<file path="config.mk">
export PLATFORM = sky130hd
export DESIGN_NAME = sync_char_rx
export DESIGN_NICKNAME = d
export VERILOG_FILES = /design/src/rtl/sync_rx_pkg.sv /design/src/rtl/sync_rx_edge.sv /design/src/rtl/sync_rx_frame.sv /design/src/rtl/sync_rx_hold.sv /design/src/rtl/sync_char_rx.sv
export SDC_FILE = /design/constraint.sdc
export NUM_CORES = 1
export LEC_CHECK = 0
export ABC_AREA = 1
export CAP_MARGIN = 40
export CELL_PAD_IN_SITES_DETAIL_PLACEMENT = 0
export CELL_PAD_IN_SITES_GLOBAL_PLACEMENT = 1
export CORE_MARGIN = 2
export CORE_UTILIZATION = 43
export CTS_CLUSTER_DIAMETER = 40
export DETAILED_ROUTE_END_ITERATION = 8
export PLACE_DENSITY = 0.94
export SYNTH_ARGS = -nofsm -noshare
export SYNTH_HDL_FRONTEND = slang
export SYNTH_SLANG_ARGS = --single-unit
export TNS_END_PERCENT = 5
</file>
<file path="constraint.sdc">
create_clock -name clk -period 3.25 [get_ports clk]
set_input_delay 0.65 -clock clk [delete_from_list [all_inputs] [get_ports clk]]
set_output_delay 0.65 -clock clk [all_outputs]
set_load 0.02 [all_outputs]
</file>
<file path="src/rtl/sync_rx_pkg.sv">
// Package sync_rx_pkg
// Shared state encoding and parity helpers for the synchronous character
// receiver. Assumes parity mode codes: 0 even, 1 odd, 2 zero, 3 one, >=4 none.
package sync_rx_pkg;

    typedef enum logic [2:0] {
        ST_IDLE  = 3'd0,
        ST_DATA  = 3'd1,
        ST_PAR   = 3'd2,
        ST_STOP1 = 3'd3,
        ST_STOP2 = 3'd4
    } rx_state_e;

    // True when the mode code carries a parity bit on the line.
    function automatic logic parity_on(input logic [2:0] mode);
        return (mode[2] == 1'b0);
    endfunction

    // Parity bit the mode expects, given the XOR of the data bits.
    function automatic logic parity_expect(input logic [2:0] mode, input logic data_xor);
        logic r;
        case (mode[1:0])
            2'd0:    r = data_xor;
            2'd1:    r = ~data_xor;
            2'd2:    r = 1'b0;
            default: r = 1'b1;
        endcase
        return r;
    endfunction

endpackage

</file>
<file path="src/rtl/sync_rx_edge.sv">
// Module sync_rx_edge
// Produces a one-cycle tick on each rising edge of the bit-rate clock.
// Assumes sclk is generated in the clk domain (no synchroniser needed) and
// stays high and low for at least one clk cycle each.
module sync_rx_edge (
    input  logic clk,
    input  logic rst_n,
    input  logic sclk,
    output logic tick
);

    logic sclk_q;

    // Remember the bit clock level of the previous system clock edge.
    always_ff @(posedge clk) begin
        if (!rst_n) sclk_q <= 1'b0;
        else        sclk_q <= sclk;
    end

    assign tick = sclk & ~sclk_q;

    // a tick never repeats on consecutive cycles.
    a_r1_single_tick: assert property (@(posedge clk) disable iff (!rst_n)
        tick |=> !tick);

endmodule

</file>
<file path="src/rtl/sync_rx_frame.sv">
// Module sync_rx_frame
// Character framing state machine: start detection, LSB-first data capture,
// optional parity and one or two stop samples. Emits a one-cycle done pulse
// with flags; the data vector stays stable until the next start bit.
// Assumes tick is a single-cycle strobe; configuration is latched at start.
module sync_rx_frame
    import sync_rx_pkg::*;
#(
    parameter int MAX_BITS = 9
) (
    input  logic                clk,
    input  logic                rst_n,
    input  logic                en,
    input  logic                tick,
    input  logic                rxd,
    input  logic [2:0]          cfg_len,
    input  logic [2:0]          cfg_par,
    input  logic                cfg_stop2,
    output logic                done_o,
    output logic [MAX_BITS-1:0] data_o,
    output logic                perr_o,
    output logic                ferr_o
);

    localparam int         CNT_W  = $clog2(MAX_BITS);
    localparam logic [3:0] MAX_L  = 4'(MAX_BITS);

    rx_state_e           state;
    logic [CNT_W-1:0]    cnt;
    logic [CNT_W-1:0]    last_idx;
    logic [CNT_W-1:0]    last_next;
    logic [2:0]          par_mode;
    logic                two_stop;
    logic                par_bit;
    logic                ferr_acc;
    logic [MAX_BITS-1:0] shreg;
    logic [3:0]          len_sum;
    logic [3:0]          len_clamp;
    logic                start;
    logic                data_tick;
    logic                perr_calc;

    // Decode the configured character length into the last data index.
    assign len_sum   = 4'd5 + {1'b0, cfg_len};
    assign len_clamp = (len_sum > MAX_L) ? MAX_L : len_sum;
    assign last_next = CNT_W'(len_clamp - 4'd1);

    assign start     = en && tick && (state == ST_IDLE) && !rxd;
    assign data_tick = en && tick && (state == ST_DATA);
    assign perr_calc = parity_on(par_mode) && (par_bit != parity_expect(par_mode, ^shreg));

    // Frame sequencing and flag capture, one step per sample tick.
    always_ff @(posedge clk) begin
        if (!rst_n) begin
            state    <= ST_IDLE;
            cnt      <= '0;
            last_idx <= '0;
            par_mode <= 3'd4;
            two_stop <= 1'b0;
            par_bit  <= 1'b0;
            ferr_acc <= 1'b0;
            done_o   <= 1'b0;
            perr_o   <= 1'b0;
            ferr_o   <= 1'b0;
        end else begin
            done_o <= 1'b0;
            if (!en) begin
                state <= ST_IDLE;
            end else if (tick) begin
                case (state)
                    ST_IDLE: begin
                        if (!rxd) begin
                            state    <= ST_DATA;
                            cnt      <= '0;
                            last_idx <= last_next;
                            par_mode <= cfg_par;
                            two_stop <= cfg_stop2;
                            ferr_acc <= 1'b0;
                        end
                    end
                    ST_DATA: begin
                        cnt <= cnt + CNT_W'(1);
                        if (cnt == last_idx)
                            state <= parity_on(par_mode) ? ST_PAR : ST_STOP1;
                    end
                    ST_PAR: begin
                        par_bit <= rxd;
                        state   <= ST_STOP1;
                    end
                    ST_STOP1: begin
                        if (two_stop) begin
                            ferr_acc <= !rxd;
                            state    <= ST_STOP2;
                        end else begin
                            state  <= ST_IDLE;
                            done_o <= 1'b1;
                            ferr_o <= !rxd;
                            perr_o <= perr_calc;
                        end
                    end
                    ST_STOP2: begin
                        state  <= ST_IDLE;
                        done_o <= 1'b1;
                        ferr_o <= ferr_acc | !rxd;
                        perr_o <= perr_calc;
                    end
                    default: state <= ST_IDLE;
                endcase
            end
        end
    end

    // One capture flop per data bit, cleared at start, written at its index.
    for (genvar i = 0; i < MAX_BITS; i++) begin : g_bit
        always_ff @(posedge clk) begin
            if (!rst_n)                                shreg[i] <= 1'b0;
            else if (start)                            shreg[i] <= 1'b0;
            else if (data_tick && cnt == CNT_W'(i))    shreg[i] <= rxd;
        end
    end

    assign data_o = shreg;

    // disabling forces idle and suppresses completion.
    a_r8_disable_idle: assert property (@(posedge clk) disable iff (!rst_n)
        !en |=> (state == ST_IDLE && !done_o));

    // a high sample while idle does not start a character.
    a_r1_high_ignored: assert property (@(posedge clk) disable iff (!rst_n)
        (en && state == ST_IDLE && (!tick || rxd)) |=> (state == ST_IDLE));

    // the final stop sample completes the character and returns to idle.
    a_r3_stop_completes: assert property (@(posedge clk) disable iff (!rst_n)
        (en && tick && (state == ST_STOP2 || (state == ST_STOP1 && !two_stop)))
        |=> (state == ST_IDLE && done_o));

    // completion is a single-cycle pulse.
    a_r6_done_pulse: assert property (@(posedge clk) disable iff (!rst_n)
        done_o |=> !done_o);

endmodule

</file>
<file path="src/rtl/sync_rx_hold.sv">
// Module sync_rx_hold
// Output register with valid/ready handshake and overrun marking.
// Assumes load is a single-cycle strobe with data/flags stable in that cycle.
module sync_rx_hold #(
    parameter int W = 9
) (
    input  logic         clk,
    input  logic         rst_n,
    input  logic         load,
    input  logic [W-1:0] d_in,
    input  logic         perr_in,
    input  logic         ferr_in,
    input  logic         ready,
    output logic         valid,
    output logic [W-1:0] d_out,
    output logic         perr_out,
    output logic         ferr_out,
    output logic         ovr_out
);

    // Load a finished character or release the held one on a handshake.
    always_ff @(posedge clk) begin
        if (!rst_n) begin
            valid    <= 1'b0;
            d_out    <= '0;
            perr_out <= 1'b0;
            ferr_out <= 1'b0;
            ovr_out  <= 1'b0;
        end else if (load) begin
            valid    <= 1'b1;
            d_out    <= d_in;
            perr_out <= perr_in;
            ferr_out <= ferr_in;
            ovr_out  <= valid && !ready;
        end else if (valid && ready) begin
            valid <= 1'b0;
        end
    end

    // a load always presents a character.
    a_r6_load_valid: assert property (@(posedge clk) disable iff (!rst_n)
        load |=> valid);

    // an unread character is held unchanged.
    a_r6_hold_stable: assert property (@(posedge clk) disable iff (!rst_n)
        (valid && !ready && !load) |=> (valid && $stable(d_out)));

    // a handshake without a new load empties the register.
    a_r6_release: assert property (@(posedge clk) disable iff (!rst_n)
        (valid && ready && !load) |=> !valid);

    // loading over an unread character marks overrun.
    a_r7_overrun: assert property (@(posedge clk) disable iff (!rst_n)
        (load && valid && !ready) |=> ovr_out);

endmodule

</file>
<file path="src/rtl/sync_char_rx.sv">
// Module sync_char_rx
// Top of the synchronous serial character receiver: bit-clock edge detect,
// framing state machine and handshaked output register.
// Assumes sclk is in the clk domain and 5 <= MAX_BITS <= 12.
module sync_char_rx #(
    parameter int MAX_BITS = 9
) (
    input  logic                clk,
    input  logic                rst_n,
    input  logic                en,
    input  logic                sclk,
    input  logic                rxd,
    input  logic [2:0]          cfg_len,
    input  logic [2:0]          cfg_par,
    input  logic                cfg_stop2,
    input  logic                rx_ready,
    output logic                rx_valid,
    output logic [MAX_BITS-1:0] rx_data,
    output logic                rx_perr,
    output logic                rx_ferr,
    output logic                rx_ovr
);

    logic                tick;
    logic                done;
    logic [MAX_BITS-1:0] chr;
    logic                perr;
    logic                ferr;

    sync_rx_edge u_edge (
        .clk   (clk),
        .rst_n (rst_n),
        .sclk  (sclk),
        .tick  (tick)
    );

    sync_rx_frame #(.MAX_BITS(MAX_BITS)) u_frame (
        .clk       (clk),
        .rst_n     (rst_n),
        .en        (en),
        .tick      (tick),
        .rxd       (rxd),
        .cfg_len   (cfg_len),
        .cfg_par   (cfg_par),
        .cfg_stop2 (cfg_stop2),
        .done_o    (done),
        .data_o    (chr),
        .perr_o    (perr),
        .ferr_o    (ferr)
    );

    sync_rx_hold #(.W(MAX_BITS)) u_hold (
        .clk      (clk),
        .rst_n    (rst_n),
        .load     (done),
        .d_in     (chr),
        .perr_in  (perr),
        .ferr_in  (ferr),
        .ready    (rx_ready),
        .valid    (rx_valid),
        .d_out    (rx_data),
        .perr_out (rx_perr),
        .ferr_out (rx_ferr),
        .ovr_out  (rx_ovr)
    );

endmodule

</file>
After elaboration in Yosys (flattened, before gate mapping)
Index checks and enable logic that the tools add are counted.
{ "word_totals": {"register_bits": 43, "in_bits": 13, "out_inout_bits": 13, "word_cells": 111} }
{ "op_classes": {"n_addsub": 3, "n_lt_le_gt_ge": 1, "n_eq_ne": 20, "muxes": 20, "bitwise": 7, "reduce_logical": 35} }
{ "op_table": {"columns": ["op", "count"], "rows": [
  ["4-bit by 3-bit equality test with 1-bit output (second input constant)", 4],
  ["1-bit logical AND", 16],
  ["3-bit one-hot mux with 4 select lines", 1],
  ["4-bit AND reduction", 3],
  ["3-bit two-way mux", 3],
  ["3-bit AND reduction", 3],
  ["9-bit parity", 1],
  ["4-bit by 2-bit equality test with 1-bit output (second input constant)", 2],
  ["1-bit two-way mux", 8],
  ["4-bit two-way mux", 2],
  ["1-bit one-hot mux with 2 select lines", 4],
  ["4-bit one-hot mux with 2 select lines", 1],
  ["2-bit nonzero test", 4],
  ["3-bit by 2-bit equality test with 1-bit output (second input constant)", 2],
  ["2-bit != test (second input constant)", 3],
  ["1-bit inverter", 5],
  ["5-bit AND reduction", 1],
  ["3-bit by 3-bit adder with 4-bit output (first input constant)", 1],
  ["4-bit by 1-bit adder with 4-bit output (second input constant)", 1],
  ["4-bit by 1-bit equality test with 1-bit output (second input constant)", 1],
  ["4-bit equality test", 1],
  ["4-bit equality test (second input constant)", 1],
  ["4-bit > comparator (second input constant)", 1],
  ["4-bit logical NOT", 1],
  ["15 further kinds", 16]
]} }

Depth between registers and ports, before layout
{ "depth": {"word_depth": 7, "mapped_depth": 13, "depth_no_buf": 13} }

Hierarchy
Synthesis repeated with hierarchy kept, for this count alone.
{ "unflattened": {"hier_cells": 306, "area_unflattened_um2": 2249.7} }
{ "by_module_without_submodules": {"columns": ["mod", "n_inst", "cells_per_inst", "area_each_um2", "seq_area_each_um2"], "rows": [
  ["sync_rx_frame", 1, 245, 1730.4, 580.6],
  ["sync_rx_hold", 1, 56, 481.7, 260.2],
  ["sync_rx_edge", 1, 5, 37.5, 20.0]
]} }

Worst setup path after synthesis
No wires, ideal clock.
{ "synth_path": {"path_type": "input-to-reg", "start": "input cfg_len[0]", "end": "register u_frame.last_idx[2]", "t_arrival_ps": 1605, "required_ps": 3131, "slack_ps": 1526, "stages": 7, "path_buffers": 0, "cell_sequence": "inv_1 -> ha_1 -> a21boi_0 -> nand2_1 -> ha_1 -> xor2_1 -> o21ai_1"} }
{ "synth_via": {"elab_chain_len": 4} }
{ "synth_rtl": {"columns": ["item", "line_no", "source"], "rows": [
  ["start, declared", "sync_char_rx.sv:13", "input logic [2:0] cfg_len,"],
  ["3-bit by 3-bit adder with 4-bit output (*)", "sync_rx_frame.sv:44", "assign len_sum = 4'd5 + {1'b0, cfg_len};"],
  ["4-bit > comparator", "sync_rx_frame.sv:45", "assign len_clamp = (len_sum > MAX_L) ? MAX_L : len_sum;"],
  ["4-bit two-way mux (*)", "sync_rx_frame.sv:45", null],
  ["4-bit by 1-bit subtractor with 4-bit output (*)", "sync_rx_frame.sv:46", "assign last_next = CNT_W'(len_clamp - 4'd1);"],
  ["end signal, assigned", "sync_rx_frame.sv:75", "last_idx <= last_next;"],
  ["end, declared", "sync_rx_frame.sv:30", "logic [CNT_W-1:0] last_idx;"]
]} }
Every way passes the cells marked *; elsewhere a longest branch is shown, timed or not.
A chain may end at the register's enable or synchronous reset.

Worst setup path after layout
Same ends and word-level chain as after synthesis.

==> results.sh <==
export IMPL_status="finished, final reports clean"
export IMPL_path_cells="clkdlybuf4s50_1 -> inv_1 -> ha_1 -> a21boi_0 -> nand2_1 -> ha_1 -> xor2_1 -> o21ai_1"
export IMPL_final_layout_size_suffix_gt1_share_pct=6.796
export IMPL_max_clock_path_buffers=2
export IMPL_powerDensity_nw_per_um2=379.9
export IMPL_worst_path_max_delay_cell="clkdlybuf4s50_1"
export IMPL_first_iter_violations=79
export IMPL_row_count=25
export IMPL_grt_pass1_wl_um=6934
export IMPL_r2r_cells=6
export IMPL_crit_required_ns=3.48
export IMPL_final_common_cell="nand2_1"
export IMPL_dr_pass1_iters=4
export IMPL_fin_tns_setup_ns=0
export IMPL_clock_skew_ns=0.007441
export IMPL_start_util_pct=44.32
export IMPL_drt_total_wl_um=4039
export IMPL_core_um2=4692
export IMPL_syn_inst=279
export IMPL_tightest_slew_ns=0.5750
export IMPL_synth_area_um2=2079
export IMPL_ys_seq_area_share_pct=41.40
export IMPL_via_count=1824
export IMPL_syn_to_final_growth_pct=18.47
export IMPL_clkTransAtPathRegs_ns=0.08
export IMPL_overflow=0
export IMPL_diodes=0
export IMPL_ys_warnings_count=0
export IMPL_wl_per_cell_um=11.13
export IMPL_synth_flop_cell="dfxtp_1"
export IMPL_dr_max_layer_used="met4"
export IMPL_vdd_ir_drop_max_mv=0.1449
export IMPL_synth_fp_nets=299
export IMPL_drv_slew=0
export IMPL_cts_tree="done"
export IMPL_nets=328
export IMPL_dieArea_um2=5408
export IMPL_cts_made_buffers=5
export IMPL_dr_wl_met2_um=1861
export IMPL_slowest_delay_ns=0.50
export IMPL_fin_crit_ns=2.038
export IMPL_vias_per_cell=5.025
export IMPL_cts_resized=0
export IMPL_die_h_um=73.54
export IMPL_leakage_nw=1.028
export IMPL_io_buffers=25
export IMPL_relSlewSlack_pct=61.61
export IMPL_critPathLaunchType="primary input"
export IMPL_drtAntennaViolNets=0
export IMPL_grt_usage_pct=16.39
export IMPL_max_cap_viol_count=0
export IMPL_antenna_found_initial=0
export IMPL_fin_util_pct=52.51
export IMPL_cts_sinks=43
export IMPL_cts_hold_buf=0
export IMPL_ios=26
export IMPL_whs_path_depth=2
export IMPL_path_common_cell="ha_1"
export IMPL_hp_class="reg2reg"
export IMPL_post_dp_hpwl_um=3092
export IMPL_ys_types=34
export IMPL_met3_wirelength_um=209
export IMPL_synthArstFlopShare_pct=0
export IMPL_wl_met1_um=1900
export IMPL_rsz0062_at_grt="false"
export IMPL_cts_root_buffer="clkbuf_8"
export IMPL_drc=0
export IMPL_hold_viol=0
export IMPL_setup_viol_count_final=0
export IMPL_gp_congestion=0.8345
export IMPL_die_w_um=73.54
export IMPL_cp_max_fo=3
export IMPL_fillerInstances=455
export IMPL_clock_latency_ns=0.29
export IMPL_finalCritPeriodShare_pct=62.70
export IMPL_htreeDepth=2
export IMPL_timing_fmax_mhz=490.8
export IMPL_critPathKind="in2reg"
export IMPL_synth_avg_cell_area_um2=7.453
export IMPL_worstSetupEndpointType="register"
export IMPL_cp_arrival_ns=2.27
export IMPL_layout_common_cells="54 x nand2_1, 43 x dfxtp_1, 36 x inv_1"
export IMPL_grt_max_degree=22
export IMPL_grt_pass1_vias=1614
export IMPL_ys_seq_elements=43
export IMPL_synth_edf_count=0
export IMPL_post_cts_repair_setup_buffers=0
==> synthesized netlist by cell type, types with 2 or more instances <==
cell type   n  area share, %
nor2_4      2            1.1
nor2_1     24            4.3
nand2_1    54            9.7
nor3_4      2            1.6
o21ai_1    10            2.4
o21ai_0    21            5.1
nand3_1     9            2.2
inv_1      36            6.5
a21oi_1    27            6.5
nor3_1      9            2.2
clkbuf_1    2           0.36
ha_1        7            4.2
xor2_1      2           0.84
inv_2       4           0.72
a211oi_1    2           0.72
a311oi_1    2           0.84
nand4_1     3           0.90
xnor2_1     5            2.1
dfxtp_1    43             41
==> worst paths after layout <==
path,slack (ns),from,end
worst min-delay path,0.47,u_frame.perr_o,u_frame.perr_o
worst min register to register,0.47,u_frame.perr_o,u_frame.perr_o
worst max register to register,1.67,u_frame.state[2],u_frame.data_o[8]
worst max-delay path,1.21,cfg_len[0],u_frame.last_idx[2]
==> layout make-up <==
type | count | area (µm²) | share of cell area (%)
well taps | 54 | 67.56 | 2.743
clock buffers | 7 | 76.32 | 3.098
flip-flops and latches | 43 | 860.8 | 34.94
inverters | 42 | 162.7 | 6.602
clock inverters | 1 | 5.005 | 0.2031
multi-input cells | 190 | 1033 | 41.95
repair buffers | 26 | 257.7 | 10.46
==> flip-flops by register name, indices dropped and copies added, names as in the netlist, 3 cells and up <==
| signal | cells |
|---|---|
| u_frame.state | 3 |
| u_hold.d_out | 9 |
| u_frame.cnt | 4 |
| u_frame.par_mode | 3 |
| u_frame.last_idx | 4 |
| u_frame.data_o | 9 |
==> metal layers <==
metal  global-route usage, %  vias to the layer above
met5                       0                        -
met4                   6.061                        0
met3                   3.018                        7
met2                   28.08                       43
met1                   20.35                      792
li1                        -                      982
==> power by group <==
group          internal, W  switching [W]
Combinational    0.0000316      0.0000430
Clock             0.000151       0.000173
Sequential        0.000532     0.00000540
Total             0.000714       0.000221
==> logic make-up (layout without fill, tap and decap cells) <==
logic type | after synthesis | after routing | synth area share, %
compound gates | 67 | 67 | 17.51
xor+xnor | 7 | 7 | 2.948
flops | 43 | 43 | 41.40
simple gates | 109 | 109 | 25.03
buf+inv | 46 | 76 | 8.905
fa+ha+maj | 7 | 7 | 4.212
==> critical path: cells and delay by family <==
family	cells	cell delay (ns)
xor gates and xnor gates	1	0.16
buffers and inverters	2	0.56
adders and majority gates	2	0.46
and+or+nand+nor	1	0.11
AOI/OAI and AO/OA	2	0.32
==> metrics by stage <==
step | area, µm² | total power, W | hold WS (ns) | std cells | worst slack [ns]
after floorplan | 2079 | 0.0005948 | 0.4454 | 279 | 1.526
after global placement | 2382 | 0.0006244 | 0.4554 | 355 | 0.9423
after detailed placement | 2382 | 0.0006249 | 0.4607 | 355 | 0.8964
after CTS | 2464 | 0.0009421 | 0.4729 | 363 | 1.205
after global routing | 2464 | 0.0009756 | 0.5158 | 363 | 1.052
final | 2464 | 0.0009359 | 0.4711 | 363 | 1.212
No activity file was read; power rests on OpenSTA's default activity.
